`config.mk`:
```
export PLATFORM = sky130hd
export DESIGN_NAME = v86_frame_loader
export DESIGN_NICKNAME = d
export VERILOG_FILES = /design/src/rtl/v86_pkg.sv /design/src/rtl/v86_frame_check.sv /design/src/rtl/v86_slot_seq.sv /design/src/rtl/v86_seg_cache.sv /design/src/rtl/v86_frame_loader.sv
export SDC_FILE = /design/constraint.sdc
export NUM_CORES = 1
export LEC_CHECK = 0
export ABC_AREA = 1
export ABC_CLOCK_PERIOD_IN_PS = 7500
export BUFFER_PORTS_ARGS = -buffer_cell sky130_fd_sc_hd__buf_2
export CORE_AREA = 3 3 352 354
export CTS_BUF_LIST = sky130_fd_sc_hd__clkbuf_4 sky130_fd_sc_hd__clkbuf_8
export DETAILED_ROUTE_END_ITERATION = 7
export DIE_AREA = 0 0 355 357
export RECOVER_POWER = 50
export SETUP_SLACK_MARGIN = 0.15
export SYNTH_ARGS = -nofsm -noshare
export SYNTH_HDL_FRONTEND = slang
export SYNTH_SLANG_ARGS = --single-unit
```
`constraint.sdc`:
```
create_clock -name clk -period 7.5 [get_ports clk]
set_clock_uncertainty 0.05 [all_clocks]
set_input_delay 1.5 -clock clk [delete_from_list [all_inputs] [get_ports clk]]
set_output_delay 1.5 -clock clk [all_outputs]
set_load 0.01 [all_outputs]
```
`src/rtl/v86_pkg.sv`:
```
package v86_pkg;

  typedef enum logic [2:0] {
    ST_IDLE   = 3'd0,
    ST_READ   = 3'd1,
    ST_COMMIT = 3'd2,
    ST_DONE   = 3'd3,
    ST_FAULT  = 3'd4
  } ld_state_e;

  // segment index order inside the packed outputs
  localparam int SEG_ES = 0;
  localparam int SEG_CS = 1;
  localparam int SEG_SS = 2;
  localparam int SEG_DS = 3;
  localparam int SEG_FS = 4;
  localparam int SEG_GS = 5;

  // attribute field layout
  localparam int AT_VALID = 0;
  localparam int AT_PRES  = 1;
  localparam int AT_ACC   = 2;
  localparam int AT_WR    = 3;
  localparam int AT_EXEC  = 4;
  localparam int AT_EDC   = 5;
  localparam int AT_GRAN  = 6;
  localparam int AT_BIG   = 7;
  localparam int AT_DPL   = 8;
  localparam int AT_RPL   = 10;
  localparam int ATTR_W   = 12;

  // read slot k (0 = stack pointer) -> destination segment for k >= 1
  function automatic int slot_to_seg(input int k);
    case (k)
      1:       return SEG_SS;
      2:       return SEG_ES;
      3:       return SEG_DS;
      4:       return SEG_FS;
      default: return SEG_GS;
    endcase
  endfunction

endpackage

```
`src/rtl/v86_frame_check.sv`:
```
module v86_frame_check #(
  parameter int ADDR_W      = 32,
  parameter int FRAME_BYTES = 36
) (
  input  logic [ADDR_W-1:0] cur_esp_i,
  input  logic              ss_big_i,
  input  logic [ADDR_W-1:0] ss_limit_i,
  output logic [ADDR_W-1:0] esp_eff_o,
  output logic              frame_ok_o
);
  localparam int HALF_W = 16;

  logic [ADDR_W:0] last_byte;

  always_comb begin
    if (ss_big_i) esp_eff_o = cur_esp_i;
    else          esp_eff_o = {{(ADDR_W-HALF_W){1'b0}}, cur_esp_i[HALF_W-1:0]};
    last_byte  = {1'b0, esp_eff_o} + (ADDR_W+1)'(FRAME_BYTES - 1);
    frame_ok_o = (last_byte <= {1'b0, ss_limit_i});
  end

endmodule

```
`src/rtl/v86_slot_seq.sv`:
```
module v86_slot_seq
  import v86_pkg::*;
#(
  parameter int NREAD = 6,
  localparam int IDX_W = $clog2(NREAD)
) (
  input  logic             clk,
  input  logic             rst_n,
  input  logic             start_i,
  input  logic             frame_ok_i,
  input  logic             rd_ready_i,
  output logic             ctx_load_o,
  output logic             rd_req_o,
  output logic             cap_en_o,
  output logic [IDX_W-1:0] slot_o,
  output logic             commit_o,
  output logic             done_o,
  output logic             fault_o
);
  localparam logic [IDX_W-1:0] LAST = IDX_W'(NREAD - 1);

  ld_state_e        state_q, state_d;
  logic [IDX_W-1:0] slot_q, slot_d;
  logic             slot_en;

  always_comb begin
    state_d    = state_q;
    slot_d     = slot_q;
    slot_en    = 1'b0;
    ctx_load_o = 1'b0;
    rd_req_o   = 1'b0;
    cap_en_o   = 1'b0;
    commit_o   = 1'b0;
    case (state_q)
      ST_IDLE: begin
        if (start_i) begin
          ctx_load_o = frame_ok_i;
          slot_en    = 1'b1;
          slot_d     = '0;
          state_d    = frame_ok_i ? ST_READ : ST_FAULT;
        end
      end
      ST_READ: begin
        rd_req_o = 1'b1;
        if (rd_ready_i) begin
          cap_en_o = 1'b1;
          slot_en  = 1'b1;
          if (slot_q == LAST) begin
            slot_d  = '0;
            state_d = ST_COMMIT;
          end else begin
            slot_d = slot_q + 1'b1;
          end
        end
      end
      ST_COMMIT: begin
        commit_o = 1'b1;
        state_d  = ST_DONE;
      end
      ST_DONE:  state_d = ST_IDLE;
      ST_FAULT: state_d = ST_IDLE;
      default:  state_d = ST_IDLE;
    endcase
  end

  always_ff @(posedge clk or negedge rst_n) begin
    if (!rst_n) begin
      state_q <= ST_IDLE;
    end else begin
      state_q <= state_d;
    end
  end

  always_ff @(posedge clk or negedge rst_n) begin
    if (!rst_n) begin
      slot_q <= '0;
    end else if (slot_en) begin
      slot_q <= slot_d;
    end
  end

  assign slot_o  = slot_q;
  assign done_o  = (state_q == ST_DONE);
  assign fault_o = (state_q == ST_FAULT);

endmodule

```
`src/rtl/v86_seg_cache.sv`:
```
module v86_seg_cache
  import v86_pkg::*;
#(
  parameter int   SEL_W   = 16,
  parameter int   ADDR_W  = 32,
  parameter logic IS_CODE = 1'b0
) (
  input  logic [SEL_W-1:0]  sel_i,
  input  logic              loaded_i,
  output logic [ADDR_W-1:0] base_o,
  output logic [ADDR_W-1:0] limit_o,
  output logic [ATTR_W-1:0] attr_o
);
  localparam int PARA_SH = 4;
  localparam logic [ADDR_W-1:0] REAL_LIMIT = ADDR_W'((64'd1 << SEL_W) - 64'd1);

  always_comb begin
    base_o  = ADDR_W'({sel_i, {PARA_SH{1'b0}}});
    limit_o = REAL_LIMIT;
    attr_o  = '0;
    if (loaded_i) begin
      attr_o[AT_VALID]         = 1'b1;
      attr_o[AT_PRES]          = 1'b1;
      attr_o[AT_ACC]           = 1'b1;
      attr_o[AT_WR]            = 1'b1;
      attr_o[AT_EXEC]          = IS_CODE;
      attr_o[AT_EDC]           = 1'b0;
      attr_o[AT_GRAN]          = 1'b0;
      attr_o[AT_BIG]           = 1'b0;
      attr_o[AT_DPL+1:AT_DPL]  = 2'd3;
      attr_o[AT_RPL+1:AT_RPL]  = 2'd3;
    end
  end

endmodule

```
`src/rtl/v86_frame_loader.sv`:
```
module v86_frame_loader
  import v86_pkg::*;
#(
  parameter int ADDR_W      = 32,
  parameter int DATA_W      = 32,
  parameter int SEL_W       = 16,
  parameter int NSEG        = 6,
  parameter int SLOT_BYTES  = 4,
  parameter int FRAME_SLOTS = 9,
  parameter int PRE_POPPED  = 3,
  parameter int IP_KEEP_W   = 16
) (
  input  logic                     clk,
  input  logic                     rst_n,
  input  logic                     start_i,
  input  logic [DATA_W-1:0]        ret_eip_i,
  input  logic [SEL_W-1:0]         ret_cs_i,
  input  logic [DATA_W-1:0]        ret_flags_i,
  input  logic [ADDR_W-1:0]        cur_esp_i,
  input  logic                     ss_big_i,
  input  logic [ADDR_W-1:0]        ss_base_i,
  input  logic [ADDR_W-1:0]        ss_limit_i,
  output logic                     rd_req_o,
  output logic [ADDR_W-1:0]        rd_addr_o,
  input  logic                     rd_ready_i,
  input  logic [DATA_W-1:0]        rd_data_i,
  output logic [DATA_W-1:0]        new_eip_o,
  output logic [DATA_W-1:0]        new_esp_o,
  output logic [DATA_W-1:0]        new_flags_o,
  output logic [NSEG*SEL_W-1:0]    seg_sel_o,
  output logic [NSEG*ADDR_W-1:0]   seg_base_o,
  output logic [NSEG*ADDR_W-1:0]   seg_limit_o,
  output logic [NSEG*ATTR_W-1:0]   seg_attr_o,
  output logic                     done_o,
  output logic                     fault_o
);
  localparam int NREAD       = FRAME_SLOTS - PRE_POPPED;
  localparam int FRAME_BYTES = FRAME_SLOTS * SLOT_BYTES;
  localparam int IDX_W       = $clog2(NREAD);

  logic [ADDR_W-1:0] esp_eff;
  logic              frame_ok;
  logic              ctx_load, cap_en, commit;
  logic [IDX_W-1:0]  slot;

  // request context
  logic [IP_KEEP_W-1:0] ctx_ip_q;
  logic [SEL_W-1:0]     ctx_cs_q;
  logic [DATA_W-1:0]    ctx_flags_q;
  logic [ADDR_W-1:0]    ctx_base_q;
  logic [ADDR_W-1:0]    ctx_esp_q;

  // captured frame words
  logic [DATA_W-1:0] slot_q [NREAD];

  // committed state
  logic [DATA_W-1:0] eip_q, esp_q, flags_q;
  logic [SEL_W-1:0]  sel_q [NSEG];
  logic              loaded_q;

  logic unused_hi;
  assign unused_hi = ^{ret_eip_i[DATA_W-1:IP_KEEP_W]};

  v86_frame_check #(
    .ADDR_W      (ADDR_W),
    .FRAME_BYTES (FRAME_BYTES)
  ) u_check (
    .cur_esp_i  (cur_esp_i),
    .ss_big_i   (ss_big_i),
    .ss_limit_i (ss_limit_i),
    .esp_eff_o  (esp_eff),
    .frame_ok_o (frame_ok)
  );

  v86_slot_seq #(
    .NREAD (NREAD)
  ) u_seq (
    .clk        (clk),
    .rst_n      (rst_n),
    .start_i    (start_i),
    .frame_ok_i (frame_ok),
    .rd_ready_i (rd_ready_i),
    .ctx_load_o (ctx_load),
    .rd_req_o   (rd_req_o),
    .cap_en_o   (cap_en),
    .slot_o     (slot),
    .commit_o   (commit),
    .done_o     (done_o),
    .fault_o    (fault_o)
  );

  // linear address of the current slot
  always_comb begin
    rd_addr_o = ctx_base_q + ctx_esp_q
              + ADDR_W'((32'(PRE_POPPED) + 32'(slot)) * 32'(SLOT_BYTES));
  end

  always_ff @(posedge clk or negedge rst_n) begin
    if (!rst_n) begin
      ctx_ip_q    <= '0;
      ctx_cs_q    <= '0;
      ctx_flags_q <= '0;
      ctx_base_q  <= '0;
      ctx_esp_q   <= '0;
    end else if (ctx_load) begin
      ctx_ip_q    <= ret_eip_i[IP_KEEP_W-1:0];
      ctx_cs_q    <= ret_cs_i;
      ctx_flags_q <= ret_flags_i;
      ctx_base_q  <= ss_base_i;
      ctx_esp_q   <= esp_eff;
    end
  end

  for (genvar k = 0; k < NREAD; k++) begin : g_slot
    always_ff @(posedge clk or negedge rst_n) begin
      if (!rst_n) begin
        slot_q[k] <= '0;
      end else if (cap_en && (slot == IDX_W'(k))) begin
        slot_q[k] <= rd_data_i;
      end
    end
  end

  logic unused_slot_hi;
  always_comb begin
    unused_slot_hi = 1'b0;
    for (int k = 1; k < NREAD; k++) begin
      unused_slot_hi = unused_slot_hi ^ (^slot_q[k][DATA_W-1:SEL_W]);
    end
  end

  always_ff @(posedge clk or negedge rst_n) begin
    if (!rst_n) begin
      eip_q    <= '0;
      esp_q    <= '0;
      flags_q  <= '0;
      loaded_q <= 1'b0;
    end else if (commit) begin
      eip_q    <= DATA_W'(ctx_ip_q);
      esp_q    <= slot_q[0];
      flags_q  <= ctx_flags_q;
      loaded_q <= 1'b1;
    end
  end

  // selector registers: CS from context, others from frame slots
  for (genvar s = 0; s < NSEG; s++) begin : g_sel
    logic [SEL_W-1:0] sel_d;
    always_comb begin
      sel_d = sel_q[s];
      if (s == SEG_CS) begin
        sel_d = ctx_cs_q;
      end else begin
        for (int k = 1; k < NREAD; k++) begin
          if (slot_to_seg(k) == s) sel_d = slot_q[k][SEL_W-1:0];
        end
      end
    end
    always_ff @(posedge clk or negedge rst_n) begin
      if (!rst_n) begin
        sel_q[s] <= '0;
      end else if (commit) begin
        sel_q[s] <= sel_d;
      end
    end

    v86_seg_cache #(
      .SEL_W   (SEL_W),
      .ADDR_W  (ADDR_W),
      .IS_CODE (s == SEG_CS)
    ) u_cache (
      .sel_i    (sel_q[s]),
      .loaded_i (loaded_q),
      .base_o   (seg_base_o[s*ADDR_W +: ADDR_W]),
      .limit_o  (seg_limit_o[s*ADDR_W +: ADDR_W]),
      .attr_o   (seg_attr_o[s*ATTR_W +: ATTR_W])
    );

    assign seg_sel_o[s*SEL_W +: SEL_W] = sel_q[s];
  end

  assign new_eip_o   = eip_q;
  assign new_esp_o   = esp_q;
  assign new_flags_o = flags_q;

endmodule

```
==> results by group, run 1 <==
Layout
  – Core Util, Final: 22.4%
  – Commonest non-fill, non-tap cell in the layout: nand2_1
  – Final-layout fill cell count: 13.6k
  – Synth-to-Final Area Change: 16.1%
  – Area of the multi-input gates: 9380 um^2
  – Nets: roughly 3.5k
  – Post-Layout Cell Count: 4,901
  – Storage cell area: 10,600 um^2
  – Commonest non-fill, non-tap cells in the layout: nand2_1 (986), buf_2 (549), dfrtp_1 (423)
  – Ratio of cells with drive above 1 in the final layout: 21.5%

CTS
  – CTS tree: done
  – CTS hold repair buffers: 0
  – Setup bufs post-CTS: 0
  – Root Driver: clkbuf_8
  – Worst-Skew Late Latency: 0.70 ns
  – H-tree depth: 3
  – Clock buffer depth: 3
  – Clk slew on worst S/H paths: about 0.06 ns
  – Post-cts sizing count: 0
  – CTS buffer count: 78
  – Clk sinks: between 400 and 500

Critical path
  – Origin of the critical flop-to-flop path: u_seq.state_q[2]$_DFFE_PN0P_
  – Class of the most critical setup path: register to primary output
  – Setup crit end kind: primary output
  – Crit. Startpoint: u_seq.slot_o[0]$_DFFE_PN0P_
  – Startpoint Class: register
  – Worst path required time: 5.95 ns
  – Worst-path fanout max: 7
  – Worst EP arrival: 4.84 ns

Die
  – # IOs: between 800 and 900
  – Die Area: 127,000 um^2
  – Die height: 357 um
  – Initial core utilization: about a fifth
  – Row cnt: about 130
  – Core footprint: 121,000 um^2
  – Die Span X: 355 um

Global route
  – Global-route wire length before repair: 110,000 um
  – Initial antenna violation count: 21
  – Largest net degree at the start of global routing: 144
  – Vias in the first global route: 17.2k
  – Overflow after GRT: 0
  – Gr usage total: 11.5%

Logic synthesis
  – Avg Inst Size Synth: 8.29 um^2
  – Synth Cell Area: 23,400 um^2
  – Cell variety after synth: 35
  – Post-Syn Instances: 2,825
  – Sequential area share after synthesis: between 40% and 50%
  – Synthesized flop and latch total: 423
  – YS warnings: 0

Power
  – Clk network pwr share: 21.0%
  – Pwr/cell area: 422 nW/um^2
  – Switching power: 5.10 mW
  – Combinational share of power: 44.5%
  – Power share of the sequential group: 34.5%
  – Switching Fraction: 44.5%
  – Total power: 11.5 mW
  – Int Pwr: 6.37 mW
  – Leak Pwr: roughly 15 nW
  – Peak VDD IR: a little under 200 uV

Timing
  – Unrepaired setup endpoints after global routing: no
  – Hold slack: 0.409 ns
  – Final Setup Violations: 0
  – Max Fclk: 0.156 GHz
  – Worst relative slew slack: -232%
  – Fin crit share: 85.2%
  – Slew Viols, Final: between 200 and 250
  – Final Hold Fails: 0
  – Min Tclk post-route: 6.39 ns
  – TNS Setup: 0 ns
  – Worst slew pin tran: around 5 ns

Route
  – DR iter-0 viols: 1,018
  – Post-detailed-route count of antenna-violating nets: 0
  – DR vias: 18.3k
  – Wirelength, routed: 76,700 um
  – Vias per inst: 3.73
  – Routed WL per cell: approximately 16 um
  – Number of remaining DRC errors: 0
  – Drt first pass iters: 5

Placement
  – IO buf count: about 550
  – Post-DP HPWL: 57,400 um
  – Placed Cells: about 4.8k
  – GPL Wtd Cong: 0.842

Status
  – Failing checks: capacitance limit, slew limit
  – Run status: finished, violations left

Hold path
  – Hold Path Origin: ctx_cs_q[14]$_DFFE_PN0P_
  – Hold Crit Class: register to register

Job
  – Max_cap viols: 3
[worst max-delay path, stage by stage, from the launching register on]
cell	delay, ns
dfrtp_1	0.40
inv_1	0.30
ha_1	0.22
xor2_1	0.36
fa_1	0.49
inv_1	0.07
ha_1	0.28
a21oi_1	0.17
nand2_1	0.17
a21boi_0	0.49
inv_1	0.12
nand3_1	0.09
nand3_1	0.18
a21oi_1	0.25
xnor2_1	0.30
buf_2	0.24
[worst paths after layout]
kind	end	slack (ns)	cells past startpoint
worst max register to register	new_flags_o[12]$_DFFE_PN0P_	1.35	6
max in group asynchronous	slot_q[164]$_DFFE_PN0P_	1.97	2
min in group asynchronous	g_sel[4].sel_d[0]$_DFFE_PN0P_	2.56	1
worst min-delay path	seg_sel_o[30]$_DFFE_PN0P_	0.41	2
worst min register to register	seg_sel_o[30]$_DFFE_PN0P_	0.41	2
worst max-delay path	rd_addr_o[27]	1.11	15
[kinds of logic after synthesis]
logic type | Yosys count | synth area share (%)
compound gates | 223 | 4.96
xor+xnor | 62 | 2.32
fa+ha+maj | 101 | 5.55
buf+inv | 737 | 20.0
flops | 423 | 45.2
other cells | 2 | 0.0321
simple gates | 1277 | 21.9
[power groups by stage]
stage	Combinational (mW)	Clock [mW]	Sequential, mW
finish	5.11	2.41	3.96
global route	5.79	2.62	4.09
CTS	5.23	2.53	3.97
detailed placement	5.21	0	3.99
global placement	5.15	0	3.97
floorplan	3.15	0	4.00
[per-layer routing]
metal | track usage (%) | vias up | wire (um)
li1 | - | 8866 | -
met1 | 15.4 | 8658 | 34300
met2 | 18.2 | 635 | 34800
met3 | 3.38 | 98 | 5940
met4 | 3.12 | 4 | 1730
met5 | 0 | - | 18
[cell usage after synthesis]
cell type	instances	share of area, %
fa_1	5	0.43
nor4_1	9	0.24
buf_6	14	0.67
buf_4	485	16
nand2_2	6	0.16
nor2_2	3	0.080
nand3b_1	8	0.26
nand2_1	986	16
xnor2_1	20	0.75
o21bai_1	3	0.096
and3_1	1	0.027
dfrtp_1	423	45
o21ai_0	136	2.9
o211ai_1	2	0.064
a21boi_0	2	0.064
nor2_4	1	0.048
ha_1	96	5.1
buf_2	3	0.064
conb_1	2	0.032
o221ai_1	1	0.037
nor2_1	81	1.3
clkbuf_1	74	1.2
nand3_1	152	3.2
or2_2	1	0.027
o22ai_1	1	0.027
nand4_1	14	0.37
a21oi_1	67	1.4
nor3_1	14	0.30
o21a_1	1	0.032
nand4_2	1	0.053
a21o_1	6	0.19
inv_1	161	2.6
a31oi_1	3	0.080
a21boi_1	1	0.032
xor2_1	42	1.6
[metrics by stage]
stage | setup WS, ns | area, um^2
after floorplan | 3.06 | 24600
final | 1.11 | 27200
after global placement | 1.63 | 25600
after detailed placement | 1.63 | 25600
after CTS | 0.960 | 27200
after global routing | 0.537 | 27200
[registers in the layout, summed over array words and instances (netlist names), 16 cells and up]
register     cells
g_sel.sel_d     80
new_flags_o     32
seg_sel_o       96
ctx_ip_q        16
new_eip_o       16
ctx_base_q      32
new_esp_o       32
ctx_flags_q     32
ctx_cs_q        16
ctx_esp_q       32
slot_q          32
[area by class of cell]
class,count,area share [%]
Inverter,161,2.23
Timing Repair Buffer,568,10.8
Sequential cell,423,38.9
Clock buffer,110,5.20
Multi-Input combinational cell,1990,34.5
Antenna cell,7,0.0644
Tap cell,1625,7.48
Clock inverter,17,0.860
(Power assumes the default switching activity.)
==> inputs of run 2 (changes only) <==
Settings changed: CORE_AREA 3 3 352 354 to 3 3 346 348, DIE_AREA 0 0 355 357 to 0 0 349 351, RECOVER_POWER 50 to 100, SYNTH_HIERARCHICAL from default to 1.
==> results by group, run 2 <==
Status
  – Run status: finished, violations left
  – Failing checks: capacitance limit, slew limit

Global route
  – Global-route wire length before repair: 108,000 um
  – Vias in the first global route: roughly 17k
  – Layer with the highest usage: met2
  – Largest net degree at the start of global routing: 138
  – Met2 Use GR: 18.5%
  – Met1 Usage GRT: 15.0%
  – Overflow after GRT: 0
  – Gr usage total: between 10% and 20%
  – Met3 usage: under 10%
  – Initial antenna violation count: 14

Timing
  – Min Tclk post-route: 6.49 ns
  – Slew Viols, Final: 436
  – Unrepaired setup endpoints after global routing: no
  – Setup WS post-layout: ~1 ns
  – Final Setup Violations: 0
  – Final Hold Fails: 0
  – Worst relative slew slack: -253%
  – Worst slew pin tran: 5.29 ns
  – Fin crit share: 86.5%
  – Max Fclk: about 0.15 GHz
  – TNS Setup: 0 ns

Critical path
  – Worst path slowest cell: clkbuf_2
  – Worst-path fanout max: 64
  – Largest stage delay, worst path: 1.23 ns
  – Startpoint Class: input port
  – Class of the most critical setup path: input port to register
  – Most common cell on crit path: nand2_1
  – Worst path required time: 7.98 ns
  – Worst-path cell chain: buf_2, inv_1, ha_1, nor2_1, nand2_1, nand2_1, nand2_1, nor2_1, nand4_1, xor2_1, inv_1, ha_1, nand2_1, nor2_1, inv_1, nor3_1, inv_1, nor3_1, nand3b_1, nand2_1, nand3_1, nor2_1, clkbuf_2, mux2_2
  – Setup crit end kind: register
  – Worst EP arrival: a little under 7 ns

Die
  – Core footprint: 117,000 um^2
  – Initial core utilization: 20.6%
  – Die Span X: 349 um
  – Row cnt: about 130
  – # IOs: 896
  – Die Area: 122,000 um^2
  – Die height: between 300 and 400 um

Layout
  – Area of the multi-input gates: 9450 um^2
  – Nets: 3,552
  – Storage cell area: 10,600 um^2
  – Synth-to-Final Area Change: 13.6%
  – Largest register FFs: 96
  – Final-layout fill cell count: 13.0k
  – Ratio of cells with drive above 1 in the final layout: 14.1%
  – Commonest non-fill, non-tap cell in the layout: nand2_1
  – Post-Layout Cell Count: a little under 5k
  – Commonest non-fill, non-tap cells in the layout: nand2_1 (871), dfrtp_1 (423), clkbuf_1 (357)

Route
  – Drt first pass iters: 5
  – DR iter-0 viols: 1,185
  – Routed WL per cell: 15.6 um
  – Number of remaining DRC errors: 0
  – DR vias: 18.2k
  – Post-detailed-route count of antenna-violating nets: 0
  – Wirelength, routed: ~76,000 um
  – Vias per inst: 3.77

Logic synthesis
  – Asr flop ratio synth: 100%
  – Most frequent cell after synthesis: nand2_1
  – Synth Cell Area: 24,000 um^2
  – Top cells by area, synth: dfrtp_1 (44%), buf_4 (15%), nand2_1 (14%)
  – Cell variety after synth: 40
  – Synth cell count leaders: nand2_1 (866), buf_4 (491), dfrtp_1 (423)
  – YS warnings: 6
  – EDFF count, synth: 0
  – Synth Flop Type: dfrtp_1
  – Avg Inst Size Synth: 8.43 um^2
  – Yosys top cell by area: dfrtp_1
  – Post-Syn Instances: around 2.8k
  – Synthesized flop and latch total: around 420
  – Sequential area share after synthesis: 44.1%
  – Area fraction of the dominant cell type after synthesis: 44.1%

CTS
  – CTS tree: done
  – Clk slew on worst S/H paths: 0.06 ns
  – Clock buffer depth: 3
  – Setup bufs post-CTS: 0
  – CTS buffer count: 79
  – Worst-Skew Late Latency: about 0.70 ns
  – Post-cts sizing count: 0
  – CTS hold repair buffers: 0
  – H-tree depth: 3
  – Clk sinks: 423
  – Root Driver: clkbuf_8

Power
  – Peak VDD IR: 356 uV
  – Leak Pwr: around 14 nW
  – Pwr/cell area: between 400 and 500 nW/um^2

Placement
  – Post-DP HPWL: 57,700 um
  – GPL Wtd Cong: 0.861
  – Placed Cells: 4,682
  – DP Worst Slack: 1.57 ns
  – IO buf count: approximately 550

Hold path
  – Hold Crit Class: register to register

Job
  – Max_cap viols: 8
-- run 2: per-layer routing --
layer	wire [um]	share of wire, %
met5	27	0.036
met4	1970	2.6
met3	6730	8.9
met2	34700	46
met1	32100	43
-- run 2: layout make-up --
class | count | area share [%]
clock buffer | 122 | 5.68
clock inverter | 22 | 0.895
multi-input combinational | 1885 | 34.7
timing repair buffer | 568 | 9.01
tap | 1524 | 7.00
sequential | 423 | 38.8
inverter | 282 | 3.89
antenna | 4 | 0.0367
-- run 2: kinds of logic (layout without fill, tap and decap cells) --
family	count (synthesis)	count (layout)	share of synthesized area [%]
AND/OR/NAND/NOR	1058	1058	17.8
buffers and inverters	852	994	21.3
flip-flops	423	423	44.1
AO/OA/AOI/OAI	274	274	5.84
adder cells (fa/ha/maj)	100	100	5.37
multiplexers	80	80	3.75
XOR/XNOR	46	46	1.68
other	13	331	0.203
-- run 2: stage by stage --
stage | hold WS, ns | area (um^2) | total power [mW] | utilization, %
6_report | 0.405 | 27300 | 12.2 | 23.4
5_1_grt | 0.431 | 27300 | 13.4 | 23.4
4_1_cts | 0.398 | 27800 | 12.8 | 23.9
3_5_place_dp | 0.401 | 26000 | 10.1 | 22.3
3_3_place_gp | 0.397 | 26000 | 10.1 | 22.3
2_1_floorplan | 0.390 | 25200 | 7.76 | -
-- run 2: final timing paths --
check	startpoint	to	slack (ns)	cells after the start
setup / recovery	cur_esp_i[0]	ctx_base_q[2]$_DFFE_PN0P_	1.01	24
hold / removal	g_sel[4].sel_d[6]$_DFFE_PN0P_	seg_sel_o[70]$_DFFE_PN0P_	0.40	2
setup reg to reg	u_seq/state_q[0]$_DFFE_PN0P_	seg_sel_o[40]$_DFFE_PN0P_	1.91	7
hold reg to reg	g_sel[4].sel_d[6]$_DFFE_PN0P_	seg_sel_o[70]$_DFFE_PN0P_	0.40	2
max in group asynchronous	rst_n	slot_q[182]$_DFFE_PN0P_	1.56	2
min in group asynchronous	rst_n	new_esp_o[0]$_DFFE_PN0P_	2.83	1
-- run 2: critical path: cells and delay by family --
family                     cells  cell delay, ns
adders and majority gates      2            0.48
muxes                          1            0.44
buffers and inverters          6            1.65
xor gates and xnor gates       1            0.15
and+or+nand+nor               14            2.56
-- run 2: report_power, final --
part / internal [mW] / leakage (nW) / switching (mW)
clock network: 1.44 / 0.936 / 1.06
registers: 3.26 / 5.41 / 0.611
logic: 1.84 / 7.87 / 3.98
total: 6.53 / 14.2 / 5.66
==> inputs of run 3 (changes only) <==
Settings changed: ABC_CLOCK_PERIOD_IN_PS 7500 to 8400, CORE_AREA 3 3 346 348 to 3 3 352 354, DIE_AREA 0 0 349 351 to 0 0 355 357, SYNTH_HIERARCHICAL 1 to default.
Clock period 7.5 ns to 8.4 ns, I/O delays scaled along.
==> results by group, run 3 (synthesis gave the netlist of run 1 again) <==
Global route
  – Global-route wire length before repair: 110,000 um
  – Vias in the first global route: ~17k
  – Initial antenna violation count: 21
  – Gr usage total: between 10% and 20%
  – Overflow after GRT: 0
  – Largest net degree at the start of global routing: 140

Critical path
  – Most common cell on crit path: nand2_1
  – Class of the most critical setup path: input port to register
  – Worst path slowest cell: nand2_1
  – Setup slack, reg-to-reg: 1.90 ns
  – Largest stage delay, worst path: 1.06 ns
  – Startpoint Class: input port
  – Worst EP arrival: approximately 7.3 ns
  – Worst path required time: a little under 9 ns
  – Worst-path cell chain: clkbuf_1, inv_1, ha_1, nor2_1, nand2_1, nand2_1, nand2_1, nor2_1, nand3_1, nor2_1, nand4_1, xor2_1, inv_1, ha_1, nand2_1, nor4_1, nand4_1, nand2_1, nand2_4, buf_12, nand2_1, nand2_1
  – Crit. Startpoint: cur_esp_i[0]
  – Origin of the critical flop-to-flop path: u_seq.state_q[2]$_DFFE_PN0P_
  – Worst-path fanout max: between 60 and 70
  – Setup crit end kind: register

Die
  – # IOs: 896
  – Die Area: 127,000 um^2
  – Initial core utilization: approximately 19%
  – Core footprint: 121,000 um^2
  – Die Span X: 355 um
  – Die height: 357 um
  – Row cnt: between 100 and 150

Route
  – Drt first pass iters: 5
  – Routed WL per cell: 15.5 um
  – DR vias: 18.2k
  – Post-detailed-route count of antenna-violating nets: 0
  – Number of remaining DRC errors: 0
  – Vias per inst: about 3.7
  – Wirelength, routed: around 76,000 um
  – DR iter-0 viols: 1,070

CTS
  – CTS hold repair buffers: 0
  – CTS buffer count: around 80
  – CTS tree: done
  – Setup bufs post-CTS: 0
  – Clock buffer depth: 3
  – H-tree depth: 3
  – Clk slew on worst S/H paths: roughly 0.06 ns
  – Worst-Skew Late Latency: 0.73 ns
  – Post-cts sizing count: 0
  – Root Driver: clkbuf_8
  – Clk sinks: 423

Power
  – Pwr/cell area: 376 nW/um^2
  – Total power: 10.0 mW
  – Leak Pwr: about 14 nW
  – Peak VDD IR: approximately 140 uV

Hold path
  – Hold Crit Class: register to register
  – Hold Path Origin: ctx_flags_q[31]$_DFFE_PN0P_

Layout
  – Commonest non-fill, non-tap cell in the layout: nand2_1
  – Final-layout fill cell count: 13.8k
  – Commonest non-fill, non-tap cells in the layout: nand2_1 (987), dfrtp_1 (423), clkbuf_1 (367)
  – Largest register FFs: 96
  – Post-Layout Cell Count: 4,909
  – Storage cell area: ~11,000 um^2
  – Nets: 3,535
  – Area of the multi-input gates: between 9000 and 10,000 um^2
  – Synth-to-Final Area Change: 14.1%
  – Ratio of cells with drive above 1 in the final layout: between 10% and 20%

Placement
  – Placed Cells: 4,766
  – Post-DP HPWL: 57,200 um
  – IO buf count: between 500 and 600
  – GPL Wtd Cong: ~0.84

Timing
  – Final Hold Fails: 0
  – Worst relative slew slack: -209%
  – Worst slew pin tran: roughly 4.6 ns
  – Min Tclk post-route: about 6.8 ns
  – Unrepaired setup endpoints after global routing: no
  – Fin crit share: 80.7%
  – Hold slack: about 0.39 ns
  – Max Fclk: 0.148 GHz
  – Final Setup Violations: 0
  – TNS Setup: 0 ns
  – Slew Viols, Final: 619

Status
  – Run status: finished, violations left
  – Failing checks: capacitance limit, slew limit

Job
  – Max_cap viols: 8
## run 3: area by class of cell
cell class / instances / area share [%]
Inverter: 161 / 2.28
Clock inverter: 22 / 0.959
Clock buffer: 110 / 5.29
Tap cell: 1625 / 7.61
Antenna cell: 11 / 0.103
Multi-Input combinational cell: 1990 / 35.1
Sequential cell: 423 / 39.6
Timing Repair Buffer: 567 / 9.10
## run 3: worst paths after layout
kind / endpoint / cells after the start
worst max-delay path: ctx_esp_q[15]$_DFFE_PN0P_ / 22
worst min-delay path: new_flags_o[31]$_DFFE_PN0P_ / 2
worst max register to register: new_flags_o[25]$_DFFE_PN0P_ / 5
worst min register to register: new_flags_o[31]$_DFFE_PN0P_ / 2
max in group asynchronous: new_flags_o[12]$_DFFE_PN0P_ / 2
min in group asynchronous: seg_sel_o[65]$_DFFE_PN0P_ / 1
## run 3: critical path: cells and delay by family
family,cells,cell delay [ns]
buffers and inverters,4,0.81
AND/OR/NAND/NOR,15,4.06
XOR/XNOR,1,0.14
adder cells (fa/ha/maj),2,0.52
## run 3: power by group
group / internal (mW) / switching [mW]
combinational: 1.32 / 3.02
clock: 1.22 / 0.945
sequential: 2.94 / 0.612
## run 3: metal layers
metal | vias to the layer above | track usage, % | routed length (um)
li1 | 8895 | - | -
met1 | 8550 | 15.2 | 33800
met2 | 658 | 17.8 | 34200
met3 | 93 | 3.99 | 6510
met4 | 6 | 3.17 | 1610
met5 | - | 0 | 43
## run 3: metrics by stage
step / util [%] / instance area, um^2 / setup slack, ns
floorplan: - / 24600 / 3.78
global placement: 21.1 / 25600 / 1.85
detailed placement: 21.1 / 25600 / 1.90
CTS: 22.4 / 27200 / 1.44
global route: 22.0 / 26700 / 0.633
finish: 22.0 / 26700 / 1.62
